===== config.mk =====
export PLATFORM = sky130hd
export DESIGN_NAME = useq_ctrl
export DESIGN_NICKNAME = d
export VERILOG_FILES = /design/src/rtl/useq_pkg.sv /design/src/rtl/useq_store.sv /design/src/rtl/useq_dispatch.sv /design/src/rtl/useq_next.sv /design/src/rtl/useq_decode.sv /design/src/rtl/useq_ctrl.sv
export SDC_FILE = /design/constraint.sdc
export NUM_CORES = 1
export LEC_CHECK = 0
export ABC_AREA = 1
export ABC_CLOCK_PERIOD_IN_PS = 2800
export BUFFER_PORTS_ARGS = -buffer_cell sky130_fd_sc_hd__buf_2
export CELL_PAD_IN_SITES_DETAIL_PLACEMENT = 1
export CELL_PAD_IN_SITES_GLOBAL_PLACEMENT = 2
export CORE_ASPECT_RATIO = 0.5
export CORE_UTILIZATION = 30
export DETAILED_ROUTE_END_ITERATION = 10
export GPL_TIMING_DRIVEN = 0
export HOLD_SLACK_MARGIN = 0.12
export PLACE_DENSITY = 0.82
export SLEW_MARGIN = 20
export SYNTH_ARGS = -nofsm -noshare
export SYNTH_HDL_FRONTEND = slang
export SYNTH_SLANG_ARGS = --single-unit

===== constraint.sdc =====
create_clock -name clk -period 2.8 [get_ports clk]
set_input_delay 0.56 -clock clk [delete_from_list [all_inputs] [get_ports clk]]
set_output_delay 0.56 -clock clk [all_outputs]
set_load 0.03 [all_outputs]

===== src/rtl/useq_pkg.sv =====
package useq_pkg;

  // Micro-address of each store entry
  localparam int E_FETCH   = 0;
  localparam int E_DECODE  = 1;
  localparam int E_MADDR   = 2;
  localparam int E_LDREAD  = 3;
  localparam int E_LDWB    = 4;
  localparam int E_STORE   = 5;
  localparam int E_REXEC   = 6;
  localparam int E_RDONE   = 7;
  localparam int E_BRANCH  = 8;
  localparam int E_JUMP    = 9;
  localparam int N_ENTRIES = 10;

  // Next-address rule (sequencing field, last in the word)
  typedef enum logic [1:0] {
    SEQ_ZERO  = 2'd0,
    SEQ_DISP1 = 2'd1,
    SEQ_DISP2 = 2'd2,
    SEQ_NEXT  = 2'd3
  } seq_e;

  typedef enum logic [1:0] {
    ALU_ADD  = 2'd0,
    ALU_SUB  = 2'd1,
    ALU_FUNC = 2'd2,
    ALU_RSV  = 2'd3
  } alu_e;

  typedef enum logic [1:0] {
    B_REG    = 2'd0,
    B_FOUR   = 2'd1,
    B_IMM    = 2'd2,
    B_IMM_SH = 2'd3
  } srcb_e;

  typedef enum logic [1:0] {
    PCS_ALU    = 2'd0,
    PCS_ALUOUT = 2'd1,
    PCS_JUMP   = 2'd2,
    PCS_RSV    = 2'd3
  } pcsrc_e;

  // Memory activity: never more than one at a time, so one field
  typedef enum logic [1:0] {
    MEM_NONE  = 2'd0,
    MEM_FETCH = 2'd1,
    MEM_LOAD  = 2'd2,
    MEM_STORE = 2'd3
  } mem_e;

  // Register-file write: source and destination are tied together
  typedef enum logic [1:0] {
    RF_NONE   = 2'd0,
    RF_ALU_RD = 2'd1,
    RF_MDR_RT = 2'd2,
    RF_RSV    = 2'd3
  } rf_e;

  typedef enum logic [1:0] {
    PCW_NONE   = 2'd0,
    PCW_ALWAYS = 2'd1,
    PCW_ZERO   = 2'd2,
    PCW_RSV    = 2'd3
  } pcw_e;

  // Encoded microinstruction: ALU fields first, sequencing last
  typedef struct packed {
    alu_e   alu;
    logic   src_a;
    srcb_e  src_b;
    pcsrc_e pc_src;
    mem_e   mem;
    rf_e    rf;
    pcw_e   pcw;
    seq_e   seq;
  } uinst_t;

  // Decoded datapath controls
  typedef struct packed {
    logic       pc_write;
    logic       pc_write_cond;
    logic       addr_from_alu;
    logic       mem_read;
    logic       mem_write;
    logic       ir_write;
    logic       reg_write;
    logic       wb_from_mem;
    logic       dest_rd;
    logic       a_from_reg;
    logic [1:0] b_sel;
    logic [1:0] alu_op;
    logic [1:0] pc_sel;
  } ctrl_t;

endpackage


===== src/rtl/useq_store.sv =====
module useq_store
  import useq_pkg::*;
#(
  parameter int UPC_W = 4
) (
  input  logic [UPC_W-1:0] addr,
  output uinst_t           word
);

  // Constant microprogram; unpopulated addresses read as all-zero,
  // which is a no-operation that returns to fetch.
  always_comb begin
    word = '0;
    case (addr)
      UPC_W'(E_FETCH): begin
        word.alu    = ALU_ADD;
        word.src_a  = 1'b0;
        word.src_b  = B_FOUR;
        word.pc_src = PCS_ALU;
        word.mem    = MEM_FETCH;
        word.pcw    = PCW_ALWAYS;
        word.seq    = SEQ_NEXT;
      end
      UPC_W'(E_DECODE): begin
        word.alu    = ALU_ADD;
        word.src_a  = 1'b0;
        word.src_b  = B_IMM_SH;
        word.seq    = SEQ_DISP1;
      end
      UPC_W'(E_MADDR): begin
        word.alu    = ALU_ADD;
        word.src_a  = 1'b1;
        word.src_b  = B_IMM;
        word.seq    = SEQ_DISP2;
      end
      UPC_W'(E_LDREAD): begin
        word.mem    = MEM_LOAD;
        word.seq    = SEQ_NEXT;
      end
      UPC_W'(E_LDWB): begin
        word.rf     = RF_MDR_RT;
        word.seq    = SEQ_ZERO;
      end
      UPC_W'(E_STORE): begin
        word.mem    = MEM_STORE;
        word.seq    = SEQ_ZERO;
      end
      UPC_W'(E_REXEC): begin
        word.alu    = ALU_FUNC;
        word.src_a  = 1'b1;
        word.src_b  = B_REG;
        word.seq    = SEQ_NEXT;
      end
      UPC_W'(E_RDONE): begin
        word.rf     = RF_ALU_RD;
        word.seq    = SEQ_ZERO;
      end
      UPC_W'(E_BRANCH): begin
        word.alu    = ALU_SUB;
        word.src_a  = 1'b1;
        word.src_b  = B_REG;
        word.pc_src = PCS_ALUOUT;
        word.pcw    = PCW_ZERO;
        word.seq    = SEQ_ZERO;
      end
      UPC_W'(E_JUMP): begin
        word.pc_src = PCS_JUMP;
        word.pcw    = PCW_ALWAYS;
        word.seq    = SEQ_ZERO;
      end
      default: word = '0;
    endcase
  end

endmodule


===== src/rtl/useq_dispatch.sv =====
module useq_dispatch
  import useq_pkg::*;
#(
  parameter int         UPC_W    = 4,
  parameter int         OP_W     = 6,
  parameter int         TABLE    = 1,
  parameter logic [5:0] OP_RFMT  = 6'h00,
  parameter logic [5:0] OP_JUMP  = 6'h02,
  parameter logic [5:0] OP_BEQ   = 6'h04,
  parameter logic [5:0] OP_LOAD  = 6'h23,
  parameter logic [5:0] OP_STORE = 6'h2B
) (
  input  logic [OP_W-1:0]  opcode,
  output logic [UPC_W-1:0] target
);

  generate
    if (TABLE == 1) begin : g_first
      // Instruction-class split taken at decode
      always_comb begin
        if (opcode == OP_W'(OP_RFMT))       target = UPC_W'(E_REXEC);
        else if (opcode == OP_W'(OP_JUMP))  target = UPC_W'(E_JUMP);
        else if (opcode == OP_W'(OP_BEQ))   target = UPC_W'(E_BRANCH);
        else if (opcode == OP_W'(OP_LOAD))  target = UPC_W'(E_MADDR);
        else if (opcode == OP_W'(OP_STORE)) target = UPC_W'(E_MADDR);
        else                                target = '0;
      end
    end else begin : g_second
      // Load/store split taken after address computation
      always_comb begin
        if (opcode == OP_W'(OP_LOAD))       target = UPC_W'(E_LDREAD);
        else if (opcode == OP_W'(OP_STORE)) target = UPC_W'(E_STORE);
        else                                target = '0;
      end
    end
  endgenerate

endmodule


===== src/rtl/useq_next.sv =====
module useq_next
  import useq_pkg::*;
#(
  parameter int UPC_W = 4
) (
  input  logic             rst,
  input  seq_e             seq,
  input  logic [UPC_W-1:0] cur,
  input  logic [UPC_W-1:0] disp1,
  input  logic [UPC_W-1:0] disp2,
  output logic [UPC_W-1:0] nxt
);

  // Four-way address select; reset overrides every rule
  always_comb begin
    if (rst) begin
      nxt = '0;
    end else begin
      case (seq)
        SEQ_ZERO:  nxt = '0;
        SEQ_DISP1: nxt = disp1;
        SEQ_DISP2: nxt = disp2;
        SEQ_NEXT:  nxt = cur + UPC_W'(1);
        default:   nxt = '0;
      endcase
    end
  end

endmodule


===== src/rtl/useq_decode.sv =====
module useq_decode
  import useq_pkg::*;
(
  input  uinst_t word,
  output ctrl_t  ctrl
);

  always_comb begin
    ctrl.pc_write      = (word.pcw == PCW_ALWAYS);
    ctrl.pc_write_cond = (word.pcw == PCW_ZERO);
    ctrl.mem_read      = (word.mem == MEM_FETCH) || (word.mem == MEM_LOAD);
    ctrl.ir_write      = (word.mem == MEM_FETCH);
    ctrl.mem_write     = (word.mem == MEM_STORE);
    ctrl.addr_from_alu = (word.mem == MEM_LOAD) || (word.mem == MEM_STORE);
    ctrl.reg_write     = (word.rf == RF_ALU_RD) || (word.rf == RF_MDR_RT);
    ctrl.wb_from_mem   = (word.rf == RF_MDR_RT);
    ctrl.dest_rd       = (word.rf == RF_ALU_RD);
    ctrl.a_from_reg    = word.src_a;
    ctrl.b_sel         = word.src_b;
    ctrl.alu_op        = word.alu;
    ctrl.pc_sel        = word.pc_src;
  end

endmodule


===== src/rtl/useq_ctrl.sv =====
module useq_ctrl
  import useq_pkg::*;
#(
  parameter int         UPC_W    = 4,
  parameter int         OP_W     = 6,
  parameter logic [5:0] OP_RFMT  = 6'h00,
  parameter logic [5:0] OP_JUMP  = 6'h02,
  parameter logic [5:0] OP_BEQ   = 6'h04,
  parameter logic [5:0] OP_LOAD  = 6'h23,
  parameter logic [5:0] OP_STORE = 6'h2B
) (
  input  logic             clk,
  input  logic             rst,
  input  logic [OP_W-1:0]  opcode,
  output logic             pc_write,
  output logic             pc_write_cond,
  output logic             addr_from_alu,
  output logic             mem_read,
  output logic             mem_write,
  output logic             ir_write,
  output logic             reg_write,
  output logic             wb_from_mem,
  output logic             dest_rd,
  output logic             a_from_reg,
  output logic [1:0]       b_sel,
  output logic [1:0]       alu_op,
  output logic [1:0]       pc_sel,
  output logic [UPC_W-1:0] upc
);

  localparam int N_DISP = 2;

  logic [UPC_W-1:0] upc_q;
  logic [UPC_W-1:0] upc_d;
  seq_e             seq_q;
  ctrl_t            ctrl_q;
  ctrl_t            ctrl_d;
  uinst_t           word_d;
  logic [UPC_W-1:0] disp_tgt [N_DISP];

  generate
    for (genvar t = 0; t < N_DISP; t++) begin : g_disp
      useq_dispatch #(
        .UPC_W(UPC_W), .OP_W(OP_W), .TABLE(t + 1),
        .OP_RFMT(OP_RFMT), .OP_JUMP(OP_JUMP), .OP_BEQ(OP_BEQ),
        .OP_LOAD(OP_LOAD), .OP_STORE(OP_STORE)
      ) u_tbl (
        .opcode (opcode),
        .target (disp_tgt[t])
      );
    end
  endgenerate

  useq_next #(.UPC_W(UPC_W)) u_next (
    .rst   (rst),
    .seq   (seq_q),
    .cur   (upc_q),
    .disp1 (disp_tgt[0]),
    .disp2 (disp_tgt[1]),
    .nxt   (upc_d)
  );

  // Store is read at the next address, so its output register
  // lines up with the micro-address register (synchronous-read ROM).
  useq_store #(.UPC_W(UPC_W)) u_store (
    .addr (upc_d),
    .word (word_d)
  );

  useq_decode u_dec (
    .word (word_d),
    .ctrl (ctrl_d)
  );

  always_ff @(posedge clk) begin
    upc_q  <= upc_d;
    seq_q  <= word_d.seq;
    ctrl_q <= ctrl_d;
  end

  assign upc           = upc_q;
  assign pc_write      = ctrl_q.pc_write;
  assign pc_write_cond = ctrl_q.pc_write_cond;
  assign addr_from_alu = ctrl_q.addr_from_alu;
  assign mem_read      = ctrl_q.mem_read;
  assign mem_write     = ctrl_q.mem_write;
  assign ir_write      = ctrl_q.ir_write;
  assign reg_write     = ctrl_q.reg_write;
  assign wb_from_mem   = ctrl_q.wb_from_mem;
  assign dest_rd       = ctrl_q.dest_rd;
  assign a_from_reg    = ctrl_q.a_from_reg;
  assign b_sel         = ctrl_q.b_sel;
  assign alu_op        = ctrl_q.alu_op;
  assign pc_sel        = ctrl_q.pc_sel;

endmodule


==> flow_metrics.tcl <==
set metrics [dict create \
    outcome "completed" \
    post-synth-top-count-cell "nand2_1" \
    synth-seq-area-share_pct 42.9 \
    final.setup_skew_ps 3.89 \
    cts.root.buffer_cell "clkbuf_8" \
    globalRouteTotalUtil_pct 13.6 \
    syn_area_per_cell_um2 7.71 \
    height_of_the_chip_um 43.4 \
    slew_headroom_pct 81.0 \
    min_path_type "primary input to flip-flop" \
    die_width_um 84.7 \
    detail-route-antenna-nets 0 \
    finish.net_count 178 \
    final_layout_size_suffix_gt1_share_pct 32.9 \
    synth_top_cells_by_count "25 x nand2_1, 24 x nor2_1, 22 x dfxtp_1" \
    post_cts_resized 0 \
    clk-insertion-delay-late_ps 270 \
    endpoint_kind "flip-flop" \
    synth_ff_type "dfxtp_1" \
    detailed_place_hpwl_mm 1.87 \
    rsz0062_at_grt "false" \
    fillers 394 \
    peakVddDrop_v 0.000409 \
    report.final.slew_viol_count 0 \
    holdBufCountCts 0 \
    core_area_um2 3120 \
    cts.clk_slew.worst_paths_ps 80 \
    post_drt_via_cell_ratio 4.37 \
    port_buffers 27 \
    diodes 0 \
    synth.area.top_cells "dfxtp_1 43%, nand2_1 9.1%, nor2_1 8.8%" \
    ys_warn_count 0 \
    drt-wirelength-per-cell_um 10.9 \
    synth.distinct_cells 20 \
    placed_cells_incl_taps 200 \
    drt_drc_violations_left 0 \
    finalNonFillerCells 204 \
    hold_path_startpoint "rst" \
    p_leak_nw 0.708 \
    mappedNetlistArea_um2 1030 \
    max-clock-path-buffers 2 \
    first_pass_iters 5 \
    worst_slew_pin_slew_ps 285 \
    p_per_area_nw_per_um2 994 \
    critical_path.reg2reg.startpoint "upc[0]" \
    final_util_pct 41.1 \
    largest_reg_flops 4 \
    timing.critical_path.required_ps 2980 \
    rows 14 \
    tritoncts_clock_tree "yes" \
    syn-num-nets 146 \
    vias_in_the_first_global_route 830 \
    fmax_mhz 569 \
    critical_path_cell_sequence "ha_1 -> nand3_1 -> nand2_1 -> nor2_2 -> nand2_4 -> nor2_1 -> nor2_1 -> ha_1 -> inv_1" \
    synth_async_sr_flop_share_pct 0 \
    setup_viol 0 \
    crit_path_start "upc[0]" \
    criticalPathCategory "flip-flop to flip-flop" \
    critPathMaxFanout 4 \
    grt_pass1_wl_mm 3.68 \
    io_pins 28 \
    number_of_levels_the_h_tree_was_split_into 1 \
    areaGrowthSynthToFinish_pct 25.0 \
    crit_path_max_incr_delay_ps 340 \
    total_power_mw 1.27 \
    hold_viol_final 0 \
    post-cts-setup-buffer-count 0 \
    dpl-instance-area_um2 1210 \
    maxCapViolations 0 \
    setup_total_negative_slack_ps 0 \
    synth_area_leader_cell "dfxtp_1" \
    detail_route.iter0.violations 14 \
    synth_enable_flop_cells 0 \
    syn_inst 133 \
    antenna_violations_before_repair 0 \
    initial_core_util_pct 32.9 \
    detailroute.via_count 891 \
    gr_overflow_total 0 \
    die_area_um2 3670 \
    postRouteWirelength_mm 2.22 \
    post-route-period-util_pct 62.8 \
    finalCriticalPeriod_ps 1760 \
    setup.worst_path.start_class "flip-flop" \
    cts_made_buffers 3 \
    synth-seq-cells 22 \
    critPathSlowestCell "dfxtp_1" \
    synth_largest_type_area_fraction_pct 42.9 \
    final_estimated_routing_congestion_in_global_placement 0.731 \
    post-route-cell-area_um2 1280 \
    pin_count_of_the_biggest_net_entering_global_routing 14 \
    timing.critical_path.arrival_ps 1930 \
    numClockSinks 22 \
]
## power by group
| part | switching [mW] | total, mW | internal [mW] |
|---|---|---|---|
| registers | 0.0341 | 0.424 | 0.390 |
| logic | 0.393 | 0.554 | 0.161 |
| clock network | 0.106 | 0.297 | 0.191 |
| total | 0.533 | 1.27 | 0.742 |
## layer usage
| layer | wire (um) | vias up | track usage, % |
|---|---|---|---|
| met1 | 1100 | 396 | 16.6 |
| met5 | 0 | - | 0 |
| li1 | - | 477 | - |
| met4 | 46 | 0 | 6.10 |
| met3 | 68 | 5 | 4.00 |
| met2 | 1010 | 13 | 22.9 |
## final cells by class
type	count	area (um2)	share of cell area, %
inverters	18	72.6	5.66
clock inverters	1	30.0	2.34
clock buffers	3	41.3	3.22
flip-flops and latches	22	440	34.3
well taps	40	50.0	3.90
repair buffers	27	135	10.5
multi-input cells	93	513	40.0
## final timing paths
check	slack [ps]	to	cells past startpoint
min reg2reg	670	upc[3]	4
max	1040	mem_read	9
min	550	upc[1]	2
max reg2reg	1040	mem_read	9
## critical path, delay by kind of cell, from the launching register on
kind / cells / cell delay (ps)
DFF: 1 / 340
buffers and inverters: 1 / 30
adders and majority gates: 2 / 580
and+or+nand+nor: 6 / 720
## kinds of logic after synthesis
logic type      Yosys count  synth area share [%]
simple gates             81                  39.9
flops                    22                  42.9
buf+inv                  18                  7.07
compound gates            7                  4.02
fa+ha+maj                 5                  6.10
## cell usage in the layout (no fill, tap or decap)
cell type	count
a21oi_1	1
a21oi_2	1
buf_2	27
bufinv_16	1
clkbuf_8	3
clkinv_4	1
dfxtp_1	22
ha_1	5
inv_1	14
inv_2	3
nand2_1	25
nand2_2	5
nand2_4	3
nand3_1	9
nand3_2	3
nand4_1	4
nor2_1	24
nor2_2	5
nor2_4	2
o21ai_0	1
o21ai_1	3
o21bai_1	1
or2_1	1
## per-stage QoR
step                      worst slack [ps]  hold WS, ps
final                                 1040          545
after global routing                   869          538
after CTS                             1010          532
after detailed placement               746          652
after global placement                 755          645
after floorplan                        992          609
No activity file was read; power rests on OpenSTA's default activity.
